**src/rtl/brunit_pkg.sv**
```systemverilog
package brunit_pkg;
  localparam int WORD_W   = 16;
  localparam int SHORT_W  = 9;
  localparam int COND_LSB = 13;
  localparam int OPC_LSB  = 9;
  localparam logic [3:0] BRANCH_OPC = 4'b1100;

  typedef enum logic [2:0] {
    C_ALWAYS     = 3'd0,
    C_NIL        = 3'd1,
    C_NOTNIL     = 3'd2,
    C_NIL_POP    = 3'd3,
    C_NOTNIL_POP = 3'd4,
    C_ATOM       = 3'd5,
    C_LIST       = 3'd6,
    C_BAD        = 3'd7
  } cond_e;

  typedef enum logic {
    S_IDLE = 1'b0,
    S_EXT  = 1'b1
  } state_e;

  typedef struct packed {
    logic taken;
    logic pop;
    logic bad;
  } verdict_t;
endpackage

```
**src/rtl/brunit_decode.sv**
```systemverilog
module brunit_decode
  import brunit_pkg::*;
(
  input  logic [WORD_W-1:0]  word_i,
  output cond_e              cond_o,
  output logic [SHORT_W-1:0] disp_o,
  output logic               is_branch_o,
  output logic               is_long_o
);
  logic [3:0] opc_low;

  always_comb begin
    opc_low     = word_i[OPC_LSB +: 4];
    cond_o      = cond_e'(word_i[COND_LSB +: 3]);
    disp_o      = word_i[SHORT_W-1:0];
    is_branch_o = (opc_low == BRANCH_OPC);
    is_long_o   = (&word_i[SHORT_W-1:0]);
  end
endmodule

```
**src/rtl/brunit_cond.sv**
```systemverilog
module brunit_cond
  import brunit_pkg::*;
#(
  parameter int TAG_W = 5,
  parameter logic [TAG_W-1:0] LIST_TAG = 5'd3
) (
  input  cond_e            cond_i,
  input  logic             nil_i,
  input  logic [TAG_W-1:0] tag_i,
  output verdict_t         verdict_o
);
  logic is_list;

  always_comb begin
    is_list   = (tag_i == LIST_TAG);
    verdict_o = '0;
    unique case (cond_i)
      C_ALWAYS:     verdict_o.taken = 1'b1;
      C_NIL:        verdict_o.taken = nil_i;
      C_NOTNIL:     verdict_o.taken = ~nil_i;
      C_NIL_POP:    begin verdict_o.taken = nil_i;  verdict_o.pop = ~nil_i; end
      C_NOTNIL_POP: begin verdict_o.taken = ~nil_i; verdict_o.pop = nil_i;  end
      C_ATOM:       verdict_o.taken = ~is_list;
      C_LIST:       verdict_o.taken = is_list;
      C_BAD:        verdict_o.bad   = 1'b1;
      default:      verdict_o.bad   = 1'b1;
    endcase
  end

  // a pop request never accompanies a taken branch
  always_comb begin
    a_pop_excl_taken_r4: assert (!(verdict_o.pop && verdict_o.taken));
  end
endmodule

```
**src/rtl/brunit_target.sv**
```systemverilog
module brunit_target #(
  parameter int PC_W  = 16,
  parameter int OFF_W = 9,
  parameter int STEP  = 1
) (
  input  logic [PC_W-1:0]  base_i,
  input  logic [OFF_W-1:0] disp_i,
  input  logic             taken_i,
  output logic [PC_W-1:0]  target_o
);
  logic [PC_W-1:0] disp_ext;
  logic [PC_W-1:0] seq_pc;

  generate
    if (OFF_W < PC_W) begin : g_sext
      assign disp_ext = {{(PC_W-OFF_W){disp_i[OFF_W-1]}}, disp_i};
    end else begin : g_full
      assign disp_ext = disp_i[PC_W-1:0];
    end
  endgenerate

  always_comb begin
    seq_pc   = base_i + PC_W'(STEP);
    target_o = taken_i ? (seq_pc + disp_ext) : seq_pc;
  end
endmodule

```
**src/rtl/brunit_top.sv**
```systemverilog
module brunit_top
  import brunit_pkg::*;
#(
  parameter int PC_W  = 16,
  parameter int TAG_W = 5,
  parameter logic [TAG_W-1:0] LIST_TAG = 5'd3
) (
  input  logic             clk,
  input  logic             rst_n,
  input  logic             start_i,
  input  logic [WORD_W-1:0] word_i,
  input  logic [PC_W-1:0]  pc_i,
  input  logic             last_nil_i,
  input  logic [TAG_W-1:0] last_tag_i,
  output logic             fetch_req_o,
  output logic [PC_W-1:0]  fetch_addr_o,
  input  logic [PC_W-1:0]  fetch_data_i,
  output logic             done_o,
  output logic [PC_W-1:0]  next_pc_o,
  output logic             pop_o,
  output logic             illegal_o
);
  cond_e              cond;
  logic [SHORT_W-1:0] disp;
  logic               is_branch, is_long;
  verdict_t           verdict;
  logic [PC_W-1:0]    short_tgt, long_tgt;

  state_e             state_q, state_d;
  logic [PC_W-1:0]    pc_q, pc_d;
  logic               taken_q, taken_d, popc_q, popc_d;
  logic               done_d, pop_d, ill_d, npc_en;
  logic [PC_W-1:0]    npc_d;
  logic               accept;

  brunit_decode i_decode (
    .word_i      (word_i),
    .cond_o      (cond),
    .disp_o      (disp),
    .is_branch_o (is_branch),
    .is_long_o   (is_long)
  );

  brunit_cond #(.TAG_W(TAG_W), .LIST_TAG(LIST_TAG)) i_cond (
    .cond_i    (cond),
    .nil_i     (last_nil_i),
    .tag_i     (last_tag_i),
    .verdict_o (verdict)
  );

  brunit_target #(.PC_W(PC_W), .OFF_W(SHORT_W), .STEP(1)) i_short_tgt (
    .base_i   (pc_i),
    .disp_i   (disp),
    .taken_i  (verdict.taken),
    .target_o (short_tgt)
  );

  brunit_target #(.PC_W(PC_W), .OFF_W(PC_W), .STEP(2)) i_long_tgt (
    .base_i   (pc_q),
    .disp_i   (fetch_data_i),
    .taken_i  (taken_q),
    .target_o (long_tgt)
  );

  // next-state process
  always_comb begin
    accept       = (state_q == S_IDLE) && start_i && is_branch;
    state_d      = state_q;
    pc_d         = pc_q;
    taken_d      = taken_q;
    popc_d       = popc_q;
    done_d       = 1'b0;
    pop_d        = 1'b0;
    ill_d        = 1'b0;
    npc_en       = 1'b0;
    npc_d        = next_pc_o;
    fetch_req_o  = 1'b0;
    fetch_addr_o = pc_q + PC_W'(1);
    unique case (state_q)
      S_IDLE: begin
        if (accept) begin
          if (verdict.bad) begin
            done_d = 1'b1;
            ill_d  = 1'b1;
            npc_en = 1'b1;
            npc_d  = pc_i;
          end else if (is_long) begin
            state_d = S_EXT;
            pc_d    = pc_i;
            taken_d = verdict.taken;
            popc_d  = verdict.pop;
          end else begin
            done_d = 1'b1;
            pop_d  = verdict.pop;
            npc_en = 1'b1;
            npc_d  = short_tgt;
          end
        end
      end
      S_EXT: begin
        fetch_req_o = 1'b1;
        done_d      = 1'b1;
        pop_d       = popc_q;
        npc_en      = 1'b1;
        npc_d       = long_tgt;
        state_d     = S_IDLE;
      end
      default: state_d = S_IDLE;
    endcase
  end

  // register process
  always_ff @(posedge clk or negedge rst_n) begin
    if (!rst_n) begin
      state_q   <= S_IDLE;
      pc_q      <= '0;
      taken_q   <= 1'b0;
      popc_q    <= 1'b0;
      done_o    <= 1'b0;
      pop_o     <= 1'b0;
      illegal_o <= 1'b0;
      next_pc_o <= '0;
    end else begin
      state_q   <= state_d;
      pc_q      <= pc_d;
      taken_q   <= taken_d;
      popc_q    <= popc_d;
      done_o    <= done_d;
      pop_o     <= pop_d;
      illegal_o <= ill_d;
      if (npc_en) begin
        next_pc_o <= npc_d;
      end
    end
  end

  // a non-branch word from idle is ignored
  p_ignore_other_r1: assert property (@(posedge clk) disable iff (!rst_n)
    (state_q == S_IDLE && start_i && !is_branch) |=> (!done_o && !fetch_req_o));

  // a short legal branch completes on the next edge
  p_short_done_r2: assert property (@(posedge clk) disable iff (!rst_n)
    (accept && !is_long && !verdict.bad) |=> (done_o && !fetch_req_o));

  // pop and illegal never come together
  p_pop_legal_r4: assert property (@(posedge clk) disable iff (!rst_n)
    pop_o |-> (done_o && !illegal_o));

  // a long branch fetches the word after the branch
  p_long_fetch_r5: assert property (@(posedge clk) disable iff (!rst_n)
    (accept && is_long && !verdict.bad) |=>
      (fetch_req_o && !done_o && fetch_addr_o == $past(pc_i) + PC_W'(1)));

  // every fetch cycle is followed by completion
  p_fetch_then_done_r6: assert property (@(posedge clk) disable iff (!rst_n)
    fetch_req_o |=> (done_o && !illegal_o));

  // illegal condition holds the pc and fetches nothing
  p_bad_hold_r7: assert property (@(posedge clk) disable iff (!rst_n)
    (accept && verdict.bad) |=>
      (done_o && illegal_o && !pop_o && !fetch_req_o && next_pc_o == $past(pc_i)));

  // no completion two cycles running after a long branch
  p_done_pulse_r9: assert property (@(posedge clk) disable iff (!rst_n)
    (done_o && $past(fetch_req_o)) |=> !done_o || $past(start_i));
endmodule

```
**config.mk**
```make
export PLATFORM = sky130hd
export DESIGN_NAME = brunit_top
export DESIGN_NICKNAME = d
export VERILOG_FILES = /design/src/rtl/brunit_pkg.sv /design/src/rtl/brunit_decode.sv /design/src/rtl/brunit_cond.sv /design/src/rtl/brunit_target.sv /design/src/rtl/brunit_top.sv
export SDC_FILE = /design/constraint.sdc
export NUM_CORES = 1
export LEC_CHECK = 0
export BUFFER_PORTS_ARGS = -buffer_cell sky130_fd_sc_hd__clkbuf_2
export CAP_MARGIN = 20
export CORE_UTILIZATION = 30
export DETAILED_ROUTE_END_ITERATION = 8
export PLACE_DENSITY = 0.51
export SLEW_MARGIN = 20
export SYNTH_ARGS = -nofsm -noshare
export SYNTH_HDL_FRONTEND = slang
export SYNTH_SLANG_ARGS = --single-unit
export TNS_END_PERCENT = 50
```
**constraint.sdc**
```tcl
create_clock -name clk -period 8.5 [get_ports clk]
set_clock_uncertainty 0.1 [all_clocks]
set_input_delay 0.425 -clock clk [delete_from_list [all_inputs] [get_ports clk]]
set_output_delay 0.425 -clock clk [all_outputs]
set_load 0.01 [all_outputs]
```
---- Word level (Yosys, flattened, before mapping) ----
Cells that the tools add are included.
storage, ports and cells
  bits of input ports ..................... 57
  output and inout bits ................... 36
  bits in registers ....................... 38
  logic and storage cells ................. 61
operators by class
  muxes and demuxes ....................... 25
  eq/ne operators ......................... 11
  reductions and logical operators ........ 8
  bitwise logic cells ..................... 4
  add/sub/neg operators ................... 5
operators by type and width
  operator                                                count
  2-to-1 mux 16 bit                                       5
  adder 16 x 1 -> 16 bit (second input constant)          2
  adder 16 bit                                            2
  one-hot mux 16 bit (2 select lines)                     1
  adder 16 x 2 -> 16 bit (second input constant)          1
  2-to-1 mux 1 bit                                        14
  equality test 3 bit (second input constant)             4
  AND reduction 12 bit                                    1
  AND reduction 9 bit                                     1
  one-hot mux 1 bit (2 select lines)                      4
  equality test 3 x 2 -> 1 bit (second input constant)    2
  equality test 5 x 2 -> 1 bit (second input constant)    1
  one-hot mux 1 bit (5 select lines)                      1
  equality test 4 bit (second input constant)             1
  inverter 1 bit                                          4
  OR reduction 2 bit                                      2
  equality test 3 x 1 -> 1 bit (second input constant)    1
  zero test 3 bit                                         1
  inequality test 3 x 2 -> 1 bit (second input constant)  1
  AND reduction 3 bit                                     1
  logical AND 1 bit                                       2
  inequality test 2 bit (second input constant)           1

---- Logic depth before layout (Yosys ltp) ----
  depth after elaboration ................. 8
  mapped depth ............................ 16

---- Hierarchy ----
Synthesis repeated with hierarchy kept, for this count alone.
unflattened totals
  cells, all modules ...................... 555
  area total of the unflattened synthesis .. 4750.8 µm²
modules (own cells, without submodules)
  module                        cells an instance  seq. area each (µm²)  area each (µm²)  instances
  brunit_top                    161                950.9                 1989.4           1
  brunit_target at i_short_tgt  177                0.0                   1301.2           1
  brunit_target at i_long_tgt   186                0.0                   1234.9           1
  brunit_decode                 18                 0.0                   123.9            1
  brunit_cond                   13                 0.0                   101.3            1

---- Worst setup path before layout ----
No wires, ideal clock.
  path kind ............................... input port to flip-flop
  from .................................... input pc_i[0]
  to ...................................... register next_pc_o[15]
  data required time ...................... 8.289 ns
  library setup time ...................... 0.111 ns
  arrival time ............................ 3.149 ns
  stages on the path ...................... 14
  path buffers ............................ 0
  slack ................................... 5.140 ns
  cell sequence ........................... ha_1 -> and3_1 -> nand4_1 -> nor2_1 -> xor2_1 -> ha_1 -> a211o_1 -> a41o_1 -> o221ai_2 -> o211ai_2 -> mux2i_1 -> xor2_1 -> mux2i_1 -> a2111oi_2
on the way
  longest elaborated chain between the ends .. 7
ends and longest elaborated chain
  what                                   RTL line             source
  from (decl)                            brunit_top.sv:12     input logic [PC_W-1:0] pc_i,
  adder 16 x 1 -> 16 bit *               brunit_target.sv:23  seq_pc = base_i + PC_W'(STEP);
  adder 16 bit                           brunit_target.sv:24  target_o = taken_i ? (seq_pc + disp_ext) : seq_pc;
  2-to-1 mux 16 bit *                    brunit_target.sv:24
  2-to-1 mux 16 bit *                    brunit_top.sv:87     end else if (is_long) begin
  2-to-1 mux 16 bit *                    brunit_top.sv:82     if (verdict.bad) begin
  2-to-1 mux 16 bit *                    brunit_top.sv:81     if (accept) begin
  one-hot mux 16 bit (2 select lines) *  brunit_top.sv:79     unique case (state_q)
  to (signal assigned)                   brunit_top.sv:132    next_pc_o <= npc_d;
  to (decl)                              brunit_top.sv:19     output logic [PC_W-1:0] next_pc_o,
Every way passes the cells marked *; elsewhere a longest branch is shown, timed or not. The select of a mux whose other input is x is not followed.
A chain may end at the register's enable or synchronous reset.

---- Worst setup path in the final report ----
  from .................................... register pc_q[1]
  to ...................................... register next_pc_o[15]
on the way
  longest elaborated chain between the ends .. 4
ends and longest elaborated chain
  what                                   RTL line             source
  from (decl)                            brunit_top.sv:30     logic [PC_W-1:0] pc_q, pc_d;
  from (signal assigned)                 brunit_top.sv:125    pc_q <= pc_d;
  adder 16 x 2 -> 16 bit *               brunit_target.sv:23
  adder 16 bit                           brunit_target.sv:24
  2-to-1 mux 16 bit *                    brunit_target.sv:24
  one-hot mux 16 bit (2 select lines) *  brunit_top.sv:79
Every way passes the cells marked *; elsewhere a longest branch is shown, timed or not.

==> results.sh <==
export IMPL_dp_hpwl_mm=10.2
export IMPL_outcome="finished, final reports clean"
export IMPL_synth_edf_count=0
export IMPL_cts_buffers=5
export IMPL_path_max_fanout=7
export IMPL_critPathMaxStageDelay_ns=0.47
export IMPL_max_cap_violations=0
export IMPL_fillers=1424
export IMPL_drt_wl_total_mm=12.6
export IMPL_p_leak_nw=2.32
export IMPL_clk_pin_slew_worst_paths_ns=0.05
export IMPL_grt_pass1_wl_mm=20.3
export IMPL_worstSkewPairLatency_ns=0.27
export IMPL_reg2reg_to="next_pc_o[15]"
export IMPL_grt_max_degree=39
export IMPL_cts_tree="done"
export IMPL_syn_num_nets=615
export IMPL_hold_path_class="input pin to async pin"
export IMPL_worst_ep_arrival_time_ns=3.82
export IMPL_rsz0062_at_grt="no"
export IMPL_ys_ff_latch=38
export IMPL_die_area_sq_um=14700
export IMPL_firstDrtPassIters=4
export IMPL_grtUsageTotal=0.176
export IMPL_power_density_nw_per_um2=118
export IMPL_post_cts_resized=0
export IMPL_row_count=43
export IMPL_grt_pass1_vias=3945
export IMPL_cp_cell_sequence="ha_1 > and3_1 > and3_1 > nand2_1 > nor2_1 > xor2_1 > ha_1 > nor2b_1 > nor2_1 > and4b_1 > a2111oi_0 > o311ai_0 > mux2i_1 > a2111oi_2"
export IMPL_clock_path_buffers=2
export IMPL_worst_setup_path_start_kind="register"
export IMPL_cts_hold_buf=0
export IMPL_rr_startpoint="pc_q[1]"
export IMPL_avgSynthCellArea_sq_um=8.19
export IMPL_synth_top_area_frac=0.224
export IMPL_antenna_found_initial=0
export IMPL_globalplace_congestion=0.794
export IMPL_critPathCapture="next_pc_o[15]"
export IMPL_worst_pin_slew_ns=1.07
export IMPL_required_ns=8.57
export IMPL_dominantRegCellSynth="dfrtp_1"
export IMPL_via_per_inst=5.30
export IMPL_end_kind="register"
export IMPL_synth_top_area_cell="dfrtp_1"
export IMPL_max_freq_ghz=0.267
export IMPL_port_buffers=92
export IMPL_vias=4106
export IMPL_final_antenna_net_count=0
export IMPL_area_growth_pct=17.1
export IMPL_setup_violations=0
export IMPL_synthTopCellsByArea="dfrtp_1 (22%), ha_1 (11%), xor2_1 (6.6%)"
export IMPL_synth_seq_area_share=0.224
export IMPL_post_route_util=0.360
export IMPL_io_pins=93
export IMPL_worst_r2r_setup_slack_ns=4.75
export IMPL_die_y_microns=121
export IMPL_rr_worst_depth=14
export IMPL_drive_gt1_frac=0.215
export IMPL_cts_setup_buffers=0
export IMPL_async_reset_ff_frac=1.00
export IMPL_startpoint="pc_q[1]"
export IMPL_path_class="register to register"
export IMPL_period_minus_slack_ns=3.75
export IMPL_report_final_slew_viol_count=0
export IMPL_die_x_microns=121
export IMPL_start_util=0.307
export IMPL_first_iter_violations=229
export IMPL_htreeDepth=2
export IMPL_synth_cell_types=75
export IMPL_drc=0
export IMPL_syn_inst=519
export IMPL_slew_headroom=0.289
export IMPL_finalNetCount=691
export IMPL_grt_ovfl_total=0
export IMPL_critPathSlowestCell="dfrtp_1"
export IMPL_cts_root_buf="clkbuf_16"
export IMPL_n_antenna_cell=0
export IMPL_synth_common_cells="nand2_1 (44), nor2_1 (44), dfrtp_1 (38)"
export IMPL_clock_sinks=38
export IMPL_wire_per_inst_microns=16.2
export IMPL_period_share=0.441
export IMPL_fp_coreArea_sq_um=13800
export IMPL_netlist_area_sq_um=4250
export IMPL_setup_tns_ns=0
export IMPL_yosysWarnings=0
export IMPL_final_hold_viol_count=0
export IMPL_ir_drop_uv=69.2
[critical path, delay by kind of cell, from the launching register on]
family	cells	cell delay, ns
xor gates and xnor gates	1	0.09
and+or+nand+nor	7	1.35
muxes	1	0.20
DFF	1	0.47
AOI/OAI and AO/OA	3	0.84
adders and majority gates	2	0.59
[layer usage]
| metal | part of all wire | global-route usage |
|---|---|---|
| met4 | 0.011 | 0.0448 |
| met3 | 0.027 | 0.0122 |
| met5 | 0 | 0 |
| met1 | 0.50 | 0.244 |
| met2 | 0.47 | 0.295 |
[how the worst min path moves through the flow]
stage	to	cells past startpoint
2_1_floorplan	done_o	0
3_3_place_gp	popc_q	2
3_5_place_dp	popc_q	2
4_1_cts	next_pc_o[14]	1
5_1_grt	next_pc_o[14]	1
6_report	next_pc_o[14]	1
[registers in the layout, indices dropped and copies added (netlist names)]
register and flops:
next_pc_o 16, illegal_o 1, done_o 1, pop_o 1, popc_q 1, taken_q 1
state_q 1, pc_q 16
[placed cells by master (no fill, tap or decap), types with 6 or more instances in the layout]
cell type / n
clkbuf_2: 92
nand2_1: 44
nor2_1: 44
dfrtp_1: 38
ha_1: 37
xor2_1: 32
o21ai_0: 32
xnor2_1: 31
nand3_1: 26
a21oi_1: 26
inv_1: 14
nor3_1: 14
mux2_2: 13
and3_1: 12
nand4_1: 10
o211ai_1: 9
mux2i_1: 7
a21o_1: 6
a31oi_1: 6
o221ai_1: 6
[final cells by class]
| type | count | area [sq um] | share of cell area |
|---|---|---|---|
| repair buffers | 94 | 475 | 0.0955 |
| inverters | 14 | 52.6 | 0.0106 |
| clock buffers | 7 | 133 | 0.0266 |
| flip-flops and latches | 38 | 951 | 0.191 |
| well taps | 180 | 225 | 0.0452 |
| multi-input cells | 442 | 3140 | 0.631 |
[stage by stage]
| step | area [sq um] | hold WS [ns] | std cells | setup slack (ns) | power, mW |
|---|---|---|---|---|---|
| 2_1_floorplan | 4250 | 0.0294 | 519 | 5.14 | 0.342 |
| 3_3_place_gp | 4850 | 0.363 | 768 | 4.69 | 0.416 |
| 3_5_place_dp | 4850 | 0.370 | 768 | 4.69 | 0.418 |
| 4_1_cts | 4980 | 0.217 | 775 | 4.80 | 0.592 |
| 5_1_grt | 4980 | 0.258 | 775 | 4.44 | 0.625 |
| 6_report | 4980 | 0.179 | 775 | 4.75 | 0.586 |
[power breakdown]
part,leakage [nW],total [mW],switching [mW],internal [mW]
Clock,0.0640,0.171,0.0638,0.107
Combinational,1.76,0.199,0.110,0.0882
Sequential,0.501,0.217,0.0152,0.202
Total,2.32,0.586,0.189,0.397
[cell families after synthesis]
family / after synthesis / synth area share
and+or+nand+nor: 179 / 0.210
AOI/OAI and AO/OA: 141 / 0.230
xor gates and xnor gates: 63 / 0.130
buffers and inverters: 39 / 0.0374
muxes: 20 / 0.0509
DFF: 38 / 0.224
adders and majority gates: 39 / 0.118
No activity file was read; power rests on OpenSTA's default activity.
